<file path="config.mk">
export PLATFORM = sky130hd
export DESIGN_NAME = nand_status_poller
export DESIGN_NICKNAME = d
export VERILOG_FILES = /design/src/rtl/nsp_pkg.sv /design/src/rtl/nsp_interval.sv /design/src/rtl/nsp_budget.sv /design/src/rtl/nsp_status_eval.sv /design/src/rtl/nand_status_poller.sv
export SDC_FILE = /design/constraint.sdc
export NUM_CORES = 1
export LEC_CHECK = 0
export ABC_AREA = 1
export ABC_CLOCK_PERIOD_IN_PS = 2400
export BUFFER_PORTS_ARGS = -buffer_cell sky130_fd_sc_hd__buf_2
export CAP_MARGIN = 20
export CORE_MARGIN = 5
export CORE_UTILIZATION = 50
export DETAILED_ROUTE_END_ITERATION = 12
export PLACE_DENSITY = 0.69
export SLEW_MARGIN = 15
export SYNTH_ARGS = -nofsm -noshare
export SYNTH_HDL_FRONTEND = slang
export SYNTH_SLANG_ARGS = --single-unit
</file>
<file path="constraint.sdc">
create_clock -name clk -period 2.4 [get_ports clk]
set_clock_uncertainty 0.15 [all_clocks]
set_input_delay 0.36 -clock clk [delete_from_list [all_inputs] [get_ports clk]]
set_output_delay 0.36 -clock clk [all_outputs]
set_load 0.02 [all_outputs]
</file>
<file path="src/rtl/nsp_pkg.sv">
package nsp_pkg;

    localparam int unsigned BYTE_W = 8;

    typedef enum logic [2:0] {
        ST_IDLE = 3'd0,
        ST_CMD  = 3'd1,
        ST_REL  = 3'd2,
        ST_RD   = 3'd3,
        ST_EVAL = 3'd4,
        ST_WAIT = 3'd5
    } poll_state_t;

    typedef enum logic [1:0] {
        RES_OK    = 2'b00,
        RES_TMO   = 2'b01,
        RES_IOERR = 2'b10
    } poll_res_t;

    typedef struct packed {
        poll_state_t       st;
        logic              done;
        poll_res_t         res;
        logic [BYTE_W-1:0] stat;
    } poll_ctl_t;

endpackage

</file>
<file path="src/rtl/nsp_interval.sv">
module nsp_interval #(
    parameter int unsigned TICKS = 10
) (
    input  logic clk,
    input  logic rst_n,
    input  logic clear,
    input  logic run,
    input  logic tick,
    output logic step
);
    localparam int unsigned CNT_W = (TICKS > 1) ? $clog2(TICKS) : 1;
    localparam logic [CNT_W-1:0] LAST = CNT_W'(TICKS - 1);

    typedef struct packed {
        logic [CNT_W-1:0] cnt;
    } ivl_t;

    ivl_t ivl_d, ivl_q;

    always_comb begin
        ivl_d = ivl_q;
        step  = 1'b0;
        if (clear) begin
            ivl_d.cnt = '0;
        end else if (run && tick) begin
            if (ivl_q.cnt == LAST) begin
                ivl_d.cnt = '0;
                step      = 1'b1;
            end else begin
                ivl_d.cnt = ivl_q.cnt + 1'b1;
            end
        end
    end

    always_ff @(posedge clk or negedge rst_n) begin
        if (!rst_n) ivl_q <= '0;
        else        ivl_q <= ivl_d;
    end


    cnt_range_chk: assert property (@(posedge clk) disable iff (!rst_n)
        ivl_q.cnt <= LAST);


    idle_hold_chk: assert property (@(posedge clk) disable iff (!rst_n)
        (!run && !clear) |=> $stable(ivl_q.cnt));

endmodule

</file>
<file path="src/rtl/nsp_budget.sv">
module nsp_budget #(
    parameter int unsigned TMO_W        = 16,
    parameter int unsigned STEPS_PER_MS = 100
) (
    input  logic             clk,
    input  logic             rst_n,
    input  logic             load,
    input  logic [TMO_W-1:0] tmo_ms,
    input  logic             inc,
    output logic             exhausted
);
    localparam int unsigned LIM_W  = TMO_W + $clog2(STEPS_PER_MS + 1);
    localparam int unsigned STEP_W = LIM_W + 1;

    typedef struct packed {
        logic [LIM_W-1:0]  limit;
        logic [STEP_W-1:0] steps;
    } bud_t;

    bud_t bud_d, bud_q;

    always_comb begin
        bud_d = bud_q;
        if (load) begin
            bud_d.limit = LIM_W'(tmo_ms) * LIM_W'(STEPS_PER_MS);
            bud_d.steps = '0;
        end else if (inc) begin
            bud_d.steps = bud_q.steps + 1'b1;
        end
    end

    // one more step would push the elapsed total past the budget
    assign exhausted = ({1'b0, bud_q.limit} <= bud_q.steps);

    always_ff @(posedge clk or negedge rst_n) begin
        if (!rst_n) bud_q <= '0;
        else        bud_q <= bud_d;
    end


    steps_bound_chk: assert property (@(posedge clk) disable iff (!rst_n)
        bud_q.steps <= ({1'b0, bud_q.limit} + STEP_W'(1)));


    limit_hold_chk: assert property (@(posedge clk) disable iff (!rst_n)
        !load |=> $stable(bud_q.limit));

endmodule

</file>
<file path="src/rtl/nsp_status_eval.sv">
module nsp_status_eval #(
    parameter int unsigned BYTE_W   = 8,
    parameter int unsigned RDY_BIT  = 6,
    parameter int unsigned FAIL_BIT = 0
) (
    input  logic [BYTE_W-1:0] status,
    output logic              ready,
    output logic              failed
);
    always_comb begin
        ready  = status[RDY_BIT];
        failed = status[RDY_BIT] & status[FAIL_BIT];
    end
endmodule

</file>
<file path="src/rtl/nand_status_poller.sv">
module nand_status_poller #(
    parameter int unsigned TMO_W          = 16,
    parameter int unsigned TICKS_PER_STEP = 10,
    parameter int unsigned STEPS_PER_MS   = 100,
    parameter logic [7:0]  STATUS_CMD     = 8'h70,
    parameter int unsigned RDY_BIT        = 6,
    parameter int unsigned FAIL_BIT       = 0
) (
    input  logic             clk,
    input  logic             rst_n,
    input  logic             start,
    input  logic             tick_us,
    input  logic [TMO_W-1:0] timeout_ms,
    input  logic [7:0]       nand_din,
    output logic [7:0]       nand_dout,
    output logic             nand_ce_n,
    output logic             nand_cle,
    output logic             nand_we_n,
    output logic             nand_re_n,
    output logic             busy,
    output logic             done,
    output logic [1:0]       result,
    output logic [7:0]       status_last
);
    import nsp_pkg::*;

    poll_ctl_t ctl_d, ctl_q;

    logic ivl_clear, ivl_run, ivl_step;
    logic bud_load, bud_exhausted;
    logic st_ready, st_failed;

    nsp_interval #(.TICKS(TICKS_PER_STEP)) u_interval (
        .clk   (clk),
        .rst_n (rst_n),
        .clear (ivl_clear),
        .run   (ivl_run),
        .tick  (tick_us),
        .step  (ivl_step)
    );

    nsp_budget #(.TMO_W(TMO_W), .STEPS_PER_MS(STEPS_PER_MS)) u_budget (
        .clk       (clk),
        .rst_n     (rst_n),
        .load      (bud_load),
        .tmo_ms    (timeout_ms),
        .inc       (ivl_step),
        .exhausted (bud_exhausted)
    );

    nsp_status_eval #(.BYTE_W(BYTE_W), .RDY_BIT(RDY_BIT), .FAIL_BIT(FAIL_BIT)) u_eval (
        .status (ctl_q.stat),
        .ready  (st_ready),
        .failed (st_failed)
    );

    always_comb begin
        ctl_d      = ctl_q;
        ctl_d.done = 1'b0;
        ivl_clear  = 1'b0;
        ivl_run    = 1'b0;
        bud_load   = 1'b0;
        case (ctl_q.st)
            ST_IDLE: begin
                if (start) begin
                    ctl_d.st  = ST_CMD;
                    ivl_clear = 1'b1;
                    bud_load  = 1'b1;
                end
            end
            ST_CMD:  ctl_d.st = ST_REL;
            ST_REL:  ctl_d.st = ST_RD;
            ST_RD: begin
                ctl_d.stat = nand_din;
                ctl_d.st   = ST_EVAL;
            end
            ST_EVAL: begin
                ivl_run = 1'b1;
                if (st_ready) begin
                    ctl_d.st   = ST_IDLE;
                    ctl_d.done = 1'b1;
                    ctl_d.res  = st_failed ? RES_IOERR : RES_OK;
                end else begin
                    ctl_d.st = ST_WAIT;
                end
            end
            ST_WAIT: begin
                ivl_run = 1'b1;
                if (ivl_step) begin
                    if (bud_exhausted) begin
                        ctl_d.st   = ST_IDLE;
                        ctl_d.done = 1'b1;
                        ctl_d.res  = RES_TMO;
                    end else begin
                        ctl_d.st = ST_RD;
                    end
                end
            end
            default: ctl_d.st = ST_IDLE;
        endcase
    end

    always_ff @(posedge clk or negedge rst_n) begin
        if (!rst_n) ctl_q <= '{st: ST_IDLE, done: 1'b0, res: RES_OK, stat: '0};
        else        ctl_q <= ctl_d;
    end

    assign busy        = (ctl_q.st != ST_IDLE);
    assign nand_ce_n   = (ctl_q.st == ST_IDLE);
    assign nand_cle    = (ctl_q.st == ST_CMD);
    assign nand_we_n   = (ctl_q.st != ST_CMD);
    assign nand_re_n   = (ctl_q.st != ST_RD);
    assign nand_dout   = (ctl_q.st == ST_CMD) ? STATUS_CMD : 8'h00;
    assign done        = ctl_q.done;
    assign result      = ctl_q.res;
    assign status_last = ctl_q.stat;


    cmd_then_release_chk: assert property (@(posedge clk) disable iff (!rst_n)
        !nand_we_n |=> (!nand_ce_n && !nand_cle && nand_we_n && nand_re_n));


    strobe_excl_chk: assert property (@(posedge clk) disable iff (!rst_n)
        !(!nand_we_n && !nand_re_n));


    done_pulse_chk: assert property (@(posedge clk) disable iff (!rst_n)
        done |=> !done);


    result_hold_chk: assert property (@(posedge clk) disable iff (!rst_n)
        !done |-> $stable(result));


    ce_while_busy_chk: assert property (@(posedge clk) disable iff (!rst_n)
        busy |-> !nand_ce_n);


    no_restart_chk: assert property (@(posedge clk) disable iff (!rst_n)
        (busy && !nand_cle) |=> nand_we_n);

endmodule

</file>
Word-level counts from Yosys, hierarchy flattened
Index checks and enable logic that the tools add are counted.

Bits of input ports: 28. Register bits: 63.

$add $sub $neg: 2. Multipliers: 1. Magnitude comparators: 1. Bitwise logic cells: 1. Eq/ne operators: 12. Multiplexer cells: 21. Reductions and logical operators: 9.

Operators by type and width (number): 2-to-1 mux 24 bit (2); adder 24 x 1 -> 24 bit, second input constant (1); <= comparator 23 x 24 -> 1 bit (1); multiplier 16 x 5 -> 21 bit, second input constant (1); case mux 3 bit (6 select lines) (1); 2-to-1 mux 3 bit (4); 2-to-1 mux 4 bit (3); inequality test 2 bit, second input constant (4); 2-to-1 mux 7 bit (1); == test 3 x 2 -> 1 bit, second input constant (2); == test 3 bit, second input constant (2); 2-to-1 mux 1 bit (6); 2-to-1 mux 6 bit (1); case mux 3 bit (2 select lines) (1); nonzero test 2 bit (3); adder 4 x 1 -> 4 bit, second input constant (1); == test 4 bit, second input constant (1); 2-to-1 mux 2 bit (2); AND reduction 4 bit (1); == test 3 x 1 -> 1 bit, second input constant (1); logical NOT 3 bit (1); inequality test 3 x 1 -> 1 bit, second input constant (1); inequality test 3 x 2 -> 1 bit, second input constant (1); nonzero test 3 bit (1); other kinds (4) (4).

Longest topological paths before layout
Gate-level depths: netlist (run 1).

Word-level depth: 8. Gate-level depth with buffers: 15.

Cells and area by module
From an unflattened synthesis (run 1), not the netlist that was laid out.

Cell total of the unflattened synthesis: 757. Area total of the unflattened synthesis: 5491.5 µm².

By module, submodules not included: nsp_budget (times used 1, cells an instance 617, area each 4384.2 µm², sequential area each 1126.1 µm²); nand_status_poller (times used 1, cells an instance 99, area each 819.5 µm², sequential area each 350.3 µm²); nsp_interval (times used 1, cells an instance 38, area each 272.8 µm², sequential area each 100.1 µm²); nsp_status_eval (times used 1, cells an instance 3, area each 15.0 µm², sequential area each 0.0 µm²).

Least setup slack after synthesis (run 1)
Ideal clock, no wire load.

Path kind: input to register. Start point: input timeout_ms[8]. End point: register u_budget.bud_q[43] in the netlist's numbering. Path buffers: 0. Data required time: 2.133 ns. Stages on the path: 13. Arrival: 2.634 ns. Slack: -0.502 ns. Setup time: 0.117 ns. Cells stage by stage: ha_1 -> ha_1 -> inv_1 -> fa_1 -> inv_1 -> ha_1 -> a21oi_1 -> o21ai_0 -> a21oi_1 -> nand2_1 -> or2_2 -> nand3_1 -> nand2_1.

Longest elaborated chain between the ends: 1.

Ends and longest elaborated chain: start, declared (line nand_status_poller.sv:13) `input logic [TMO_W-1:0] timeout_ms,`; multiplier 16 x 5 -> 21 bit (line nsp_budget.sv:25) `bud_d.limit = LIM_W'(tmo_ms) * LIM_W'(STEPS_PER_MS);`; end signal, assigned (line nsp_budget.sv:37) `else bud_q <= bud_d;`; end, declared (line nsp_budget.sv:20) `bud_t bud_d, bud_q;`.

Every way passes these cells. A chain may end at the register's enable or synchronous reset.

Final worst setup path (run 1)
Start point: input timeout_ms[7]. End point: register u_budget.bud_q[41] in the netlist's numbering.

Same word-level chain as after synthesis.

==> impl_metrics.ini, run 1 <==
[outcome]
status = complete, but fails checks
violations = setup timing

[logic_synthesis]
yosysWarnings = 0
synthFlopType = dfrtp_1
async_flop_share_pct = 100
synth_fa_ha_area_share_pct = 21.5
synth_compound_area_share_pct = 9.46
avgSynthCellArea_um2 = 7.81
yosysUniqueCellTypes = 44
synth_xor_area_share_pct = 2.11
synthMuxAreaShare_pct = 1.46
yosys_register_bits = 63
synth_edf_count = 0
seq_area_frac_synth_pct = 29.3
synthSimpleGateAreaFrac_pct = 24.5
synth_area_um2 = 5380
synth_top_family_by_area = simple AND/OR/NAND/NOR gates
syn_inst = 689

[clock_tree]
cts_buffer_depth = 2
clockRootBuffer = clkbuf_8
clk-insertion-delay-late_ps = 350
cts_tree = built
htree_num_levels = 3
clkSinkCount = 63
clk_pin_slew_ps = 70
cts_made_buffers = 9

[worst_hold_path]
hp-class = in -> reg

[setup_path]
critPathKind = in -> reg
critPathMaxFanout = 4
cp.arrival_ps = 2590
ff2ff_setup_slack_ps = 350
startpoint_type = input pin
required_ps = 2440
end_kind = flop

[floorplanning]
die_area_um2 = 12900
fp-row-count = 37
die_y_um = 114
start_util_pct = 51.7
io_pins = 52
die_w_um = 114
core-area_um2 = 10400

[timing]
setup_ws_ps = -142
layout_min_cycle_time_ps = 2540
hold_viol = 0
finalMaxSlewViolations = 0
period_share_pct = 106
relSlewSlack_pct = 46.6
setup_viol = 11
max_slew.worst_pin.slew_ps = 800
fmax_ghz = 0.393
rsz0062_at_grt = true

[power_and_ir_drop]
ir_drop_mv = 0.575
leakage_nw = 3.49
power.density_nw_per_um2 = 877

[placed_design]
dpl.hpwl_mm = 9.83
io_buffers = 46
place_ws_ps = -611
gp_congestion = 0.925
placed_cells = 898

[grt]
grt_start_max_net_pins = 64
grt_pass1_vias = 4956
antenna_found_initial = 0
grt_usage_pct = 20.5
overflow = 0
grt_pass1_wl_mm = 22.0

[job]
maxCapViolations = 0

[drt]
routed_wl_mm = 12.8
wl_per_cell_um = 14.0
viasPerCell = 5.13
remaining_drc_errors = 0
drt_iter0_drc = 254
vias = 4707
drt_pass1_iterations = 4
antenna_left = 0

[cells_and_area]
final_layout_size_suffix_gt1_share_pct = 32.0
fin_cells = 918
layout.nets = 892
syn_to_final_growth_pct = 31.0
antenna_cells = 0
fillers = 844
-- stage by stage --
stage | setup TNS [ps] | hold WS (ps) | power (mW) | instance area [µm²] | util, %
final | -857 | 89.9 | 6.18 | 7050 | 67.7
after global routing | -2030 | 88.9 | 6.74 | 7050 | 67.7
after CTS | -737 | 75.0 | 5.97 | 6790 | 65.2
after detailed placement | -6510 | 245 | 4.93 | 6360 | 61.1
after global placement | -6100 | 248 | 4.80 | 6360 | 61.1
after floorplan | -1820 | -85.6 | 4.11 | 5750 | -
-- routing by layer --
layer / global-route usage, % / routed length [µm] / vias up / share of wire [%]
li1: - / - / 2399 / -
met1: 24.5 / 5520 / 2201 / 43
met2: 36.9 / 6620 / 77 / 52
met3: 1.54 / 279 / 30 / 2.2
met4: 10.5 / 395 / 0 / 3.1
met5: 0 / 0 / - / 0
-- cell type report --
type | count | area, µm² | area share [%]
multi-input combinational | 489 | 3960 | 56.2
sequential | 63 | 1580 | 22.3
timing repair buffer | 101 | 732 | 10.4
inverter | 114 | 430 | 6.10
tap | 136 | 170 | 2.41
clock buffer | 12 | 165 | 2.34
clock inverter | 3 | 17.5 | 0.248
-- kinds of logic (layout without fill, tap and decap cells) --
| logic type | Yosys count | count (layout) |
|---|---|---|
| simple gates | 285 | 285 |
| compound gates | 93 | 93 |
| buf+inv | 141 | 230 |
| flops | 63 | 63 |
| mux | 7 | 7 |
| xor+xnor | 13 | 13 |
| other cells | 1 | 5 |
| fa+ha+maj | 86 | 86 |
-- cells in the mapped netlist (7+ instances only) --
cell type	number	area [µm²]
a21oi_1	41	205
buf_4	18	135
dfrtp_1	63	1580
fa_1	11	220
ha_1	75	938
inv_1	107	402
mux2_2	7	78.8
nand2_1	158	593
nand3_1	41	205
nand4_1	11	68.8
nor2_1	38	143
nor3_1	13	65.1
o21ai_0	25	125
o21ai_1	13	65.1
xnor2_1	7	61.3
-- final timing paths --
path	start	endpoint	cells past startpoint
min in group asynchronous	rst_n	u_budget.bud_q[14]	3
max reg2reg	u_budget.bud_q[10]	ctl_q[11]	11
min	nand_din[0]	status_last[0]	2
min reg2reg	u_budget.bud_q[30]	u_budget.bud_q[30]	2
max in group asynchronous	rst_n	u_budget.bud_q[46]	3
max	timeout_ms[7]	u_budget.bud_q[41]	13
-- critical path: stages --
cell,delay [ps]
buf_8,110
ha_4,240
ha_4,260
inv_2,30
fa_1,520
inv_2,50
ha_4,270
a21oi_4,160
inv_2,80
o21ai_2,130
nand3b_1,110
xnor2_1,190
o21ai_1,90
-- where the power goes --
part | leakage [nW] | internal (mW) | switching [mW] | total (mW)
logic | 2.57 | 1.57 | 2.06 | 3.64
clock network | 0.0942 | 0.449 | 0.404 | 0.854
registers | 0.816 | 1.42 | 0.269 | 1.69
-- layout by cell type, fill, tap and decap left out, types with 4 or more instances in the layout --
master,netlist,routed
a21oi_1,41,25
a21oi_2,0,7
a21oi_4,0,9
buf_2,5,38
buf_4,18,53
buf_8,0,4
clkbuf_8,0,12
conb_1,1,5
dfrtp_1,63,63
fa_1,11,10
ha_1,75,45
ha_4,0,29
inv_1,107,94
inv_2,6,19
mux2_2,7,7
nand2_1,158,140
nand2_2,1,9
nand2_4,1,11
nand3_1,41,31
nand3_2,1,11
nand3b_1,5,5
nand4_1,11,11
nor2_1,38,31
nor2_4,3,9
nor3_1,13,12
o21ai_0,25,15
o21ai_1,13,19
xnor2_1,7,4
xor2_1,6,6
-- state kept, by name, summed over array words and instances (netlist names) --
signal            count
u_interval.ivl_q      4
ctl_q                 3
status_last           8
result                2
u_budget.bud_q       45
done                  1
-- what timing repair did --
item                                    4_1_cts  5_1_grt
hold buffers                                  1        0
gates resized for setup                      51       49
endpoints found under the setup margin       12       14
gates cloned                                  0        0
pin swaps                                    33       41
hold endpoints to repair                     63        0
buffers inserted                              1        3
No activity file was read; power rests on OpenSTA's default activity.
==> run 2, diff against run 1 <==
--- a/config.mk
+++ b/config.mk
@@ -5,12 +5,12 @@
 export SDC_FILE = /design/constraint.sdc
 export NUM_CORES = 1
 export LEC_CHECK = 0
-export ABC_AREA = 1
 export ABC_CLOCK_PERIOD_IN_PS = 2400
 export BUFFER_PORTS_ARGS = -buffer_cell sky130_fd_sc_hd__buf_2
 export CAP_MARGIN = 20
 export CORE_MARGIN = 5
 export CORE_UTILIZATION = 50
+export CTS_BUF_LIST = sky130_fd_sc_hd__clkbuf_8
 export DETAILED_ROUTE_END_ITERATION = 12
 export PLACE_DENSITY = 0.69
 export SLEW_MARGIN = 15
==> impl_metrics.ini, run 2 <==
[cells_and_area]
final_cell_mix = buf_4, inv_1, dfrtp_1
final_layout_size_suffix_gt1_share_pct = 32.8
antenna_cells = 0
regMostFlops = u_budget.bud_q
largest_register_ffs = 45
syn_to_final_growth_pct = 30.4
layout_commonest_cell = buf_4
layout.nets = 798
fin_cells = 824
utilization_pct = 66.1
fillers = 805

[power_and_ir_drop]
p_sw_mw = 2.26
ir_drop_mv = 0.420
comb_power_share_pct = 57.4
seq_power_share_pct = 28.5
leakage_nw = 3.17
power.density_nw_per_um2 = 814
p_clk_share_pct = 14.1
power.internal_mw = 3.21
p_sw_share_pct = 41.3

[grt]
grt_usage_pct = 18.9
use_met3_pct = 2.28
antenna_found_initial = 0
grt_start_max_net_pins = 64
grt-busiest-layer = met2
grt_use_met2_pct = 33.8
grt_pass1_vias = 4321
grt_pass1_wl_mm = 19.8
grt_util_met1_pct = 23.6
overflow = 0

[logic_synthesis]
synthFlopType = dfrtp_1
seq_area_frac_synth_pct = 30.5
yosys.cell_count.top_type = inv_1
synth_top_cell_area_share_pct = 30.5
avgSynthCellArea_um2 = 8.98
synth_edf_count = 0
yosys.area.top_type = dfrtp_1
synth_common_cells = inv_1, ha_1, dfrtp_1
synth_area_leaders = dfrtp_1, ha_1, inv_1
synth_area_um2 = 5160
yosysWarnings = 0
syn_inst = 575
yosysUniqueCellTypes = 56
async_flop_share_pct = 100
yosys_register_bits = 63

[outcome]
status = complete, but fails checks
violations = setup timing

[clock_tree]
clk_pin_slew_ps = 70
cts_made_buffers = 9
cts_tree = built
htree_num_levels = 3
clk-insertion-delay-late_ps = 350
clkSinkCount = 63
cts_buffer_depth = 2
clockRootBuffer = clkbuf_8

[drt]
antenna_left = 0
drt_pass1_iterations = 4
viasPerCell = 5.15
routed_wl_mm = 11.5
wl_per_cell_um = 13.9
remaining_drc_errors = 0
vias = 4245
drt_iter0_drc = 160

[placed_design]
placed_cells = 800
io_buffers = 46
place_ws_ps = -940
gp_congestion = 0.829
dpl.hpwl_mm = 8.81

[setup_path]
r2r_start = u_budget.bud_q[18]
rr_worst_depth = 8
path_cells = buf_6 -> ha_4 -> ha_1 -> inv_1 -> fa_1 -> inv_2 -> ha_4 -> o211ai_1 -> buf_4 -> a21oi_2 -> a2111o_1 -> a21oi_2 -> xor2_1 -> mux2i_1
critPathKind = in -> reg
cp_slowest_cell = fa_1
critPathMaxFanout = 3
path_buf_inv = 4
max_stage_delay_ps = 490
end_kind = flop
required_ps = 2470
r2r_end = result[1]
critical_path.top_delay_family = adder cells
cp.arrival_ps = 2970
startpoint_type = input pin
ff2ff_setup_slack_ps = 130

[timing]
setup_viol = 12
fmax_ghz = 0.346
layout_min_cycle_time_ps = 2890
period_share_pct = 121
rsz0062_at_grt = true
setup_ws_ps = -494
finalMaxSlewViolations = 0
hold_viol = 0
setup_tns_ps = -4280

[floorplanning]
core-area_um2 = 10200
fp-row-count = 37
die_y_um = 112
start_util_pct = 50.7
io_pins = 52
die_w_um = 112
die_area_um2 = 12500

[worst_hold_path]
holdPathStages = 2
hp-class = in -> reg
min_from = nand_din[1]
holdPathEnd = status_last[1]

[job]
maxCapViolations = 0
## run 2: changes by cell type in the layout (fill, tap and decap cells not counted), moves of 11 or more
cell and delta:
buf_4 +22, nand2_4 -11, inv_1 -21, nand3_1 -19, nand2_1 -88, o21ai_1 -13
inv_2 -12, xnor2_1 +18
## run 2: kinds of logic after synthesis
group	after synthesis	share of synthesized area [%]
DFF	63	30.5
buffers and inverters	108	9.38
xor gates and xnor gates	30	5.09
muxes	10	2.16
and+or+nand+nor	176	18.2
adders and majority gates	86	22.4
other	1	0.0727
AOI/OAI and AO/OA	101	12.1
## run 2: worst max path at each step
stage	from	endpoint	slack (ps)	cells after the start
2_1_floorplan	timeout_ms[6]	u_budget.bud_q[41]	-680	13
3_3_place_gp	timeout_ms[5]	u_budget.bud_q[41]	-880	13
3_5_place_dp	timeout_ms[6]	u_budget.bud_q[41]	-940	13
4_1_cts	timeout_ms[4]	u_budget.bud_q[41]	-480	13
5_1_grt	timeout_ms[5]	u_budget.bud_q[41]	-590	14
6_report	timeout_ms[5]	u_budget.bud_q[41]	-490	14
## run 2: layer usage
metal	vias to the layer above	wire length (µm)
li1	2173	-
met1	1994	5130
met2	68	5880
met3	10	319
met4	0	143
met5	-	0
## run 2: per-stage QoR
step | hold WS (ps) | instance area [µm²] | power (mW)
floorplan | -85.6 | 5460 | 3.64
global placement | 247 | 6190 | 4.27
detailed placement | 251 | 6190 | 4.39
CTS | 70.1 | 6550 | 5.33
global route | 82.3 | 6730 | 5.96
finish | 90.5 | 6730 | 5.48
## run 2: repair_timing
item | in CTS | in global routing
endpoints found under the hold margin | 63 | 0
setup endpoints to repair | 15 | 15
buffers inserted | 6 | 3
gates resized for setup | 31 | 27
hold buffers | 1 | 0
pin swaps | 27 | 32
## run 2: power groups by stage
| stage | logic [mW] | registers (mW) | clock network, mW |
|---|---|---|---|
| CTS | 2.97 | 1.56 | 0.789 |
| floorplan | 2.15 | 1.49 | 0 |
| detailed placement | 2.81 | 1.58 | 0 |
| global route | 3.52 | 1.61 | 0.833 |
| global placement | 2.71 | 1.56 | 0 |
| finish | 3.15 | 1.56 | 0.769 |
## run 2: cell type report
| cell class | count | area [µm²] | area share [%] |
|---|---|---|---|
| clock buffers | 10 | 138 | 2.05 |
| clock inverters | 5 | 20.0 | 0.298 |
| inverters | 77 | 289 | 4.30 |
| well taps | 136 | 170 | 2.53 |
| repair buffers | 125 | 891 | 13.2 |
| flip-flops and latches | 63 | 1580 | 23.4 |
| multi-input cells | 408 | 3640 | 54.2 |
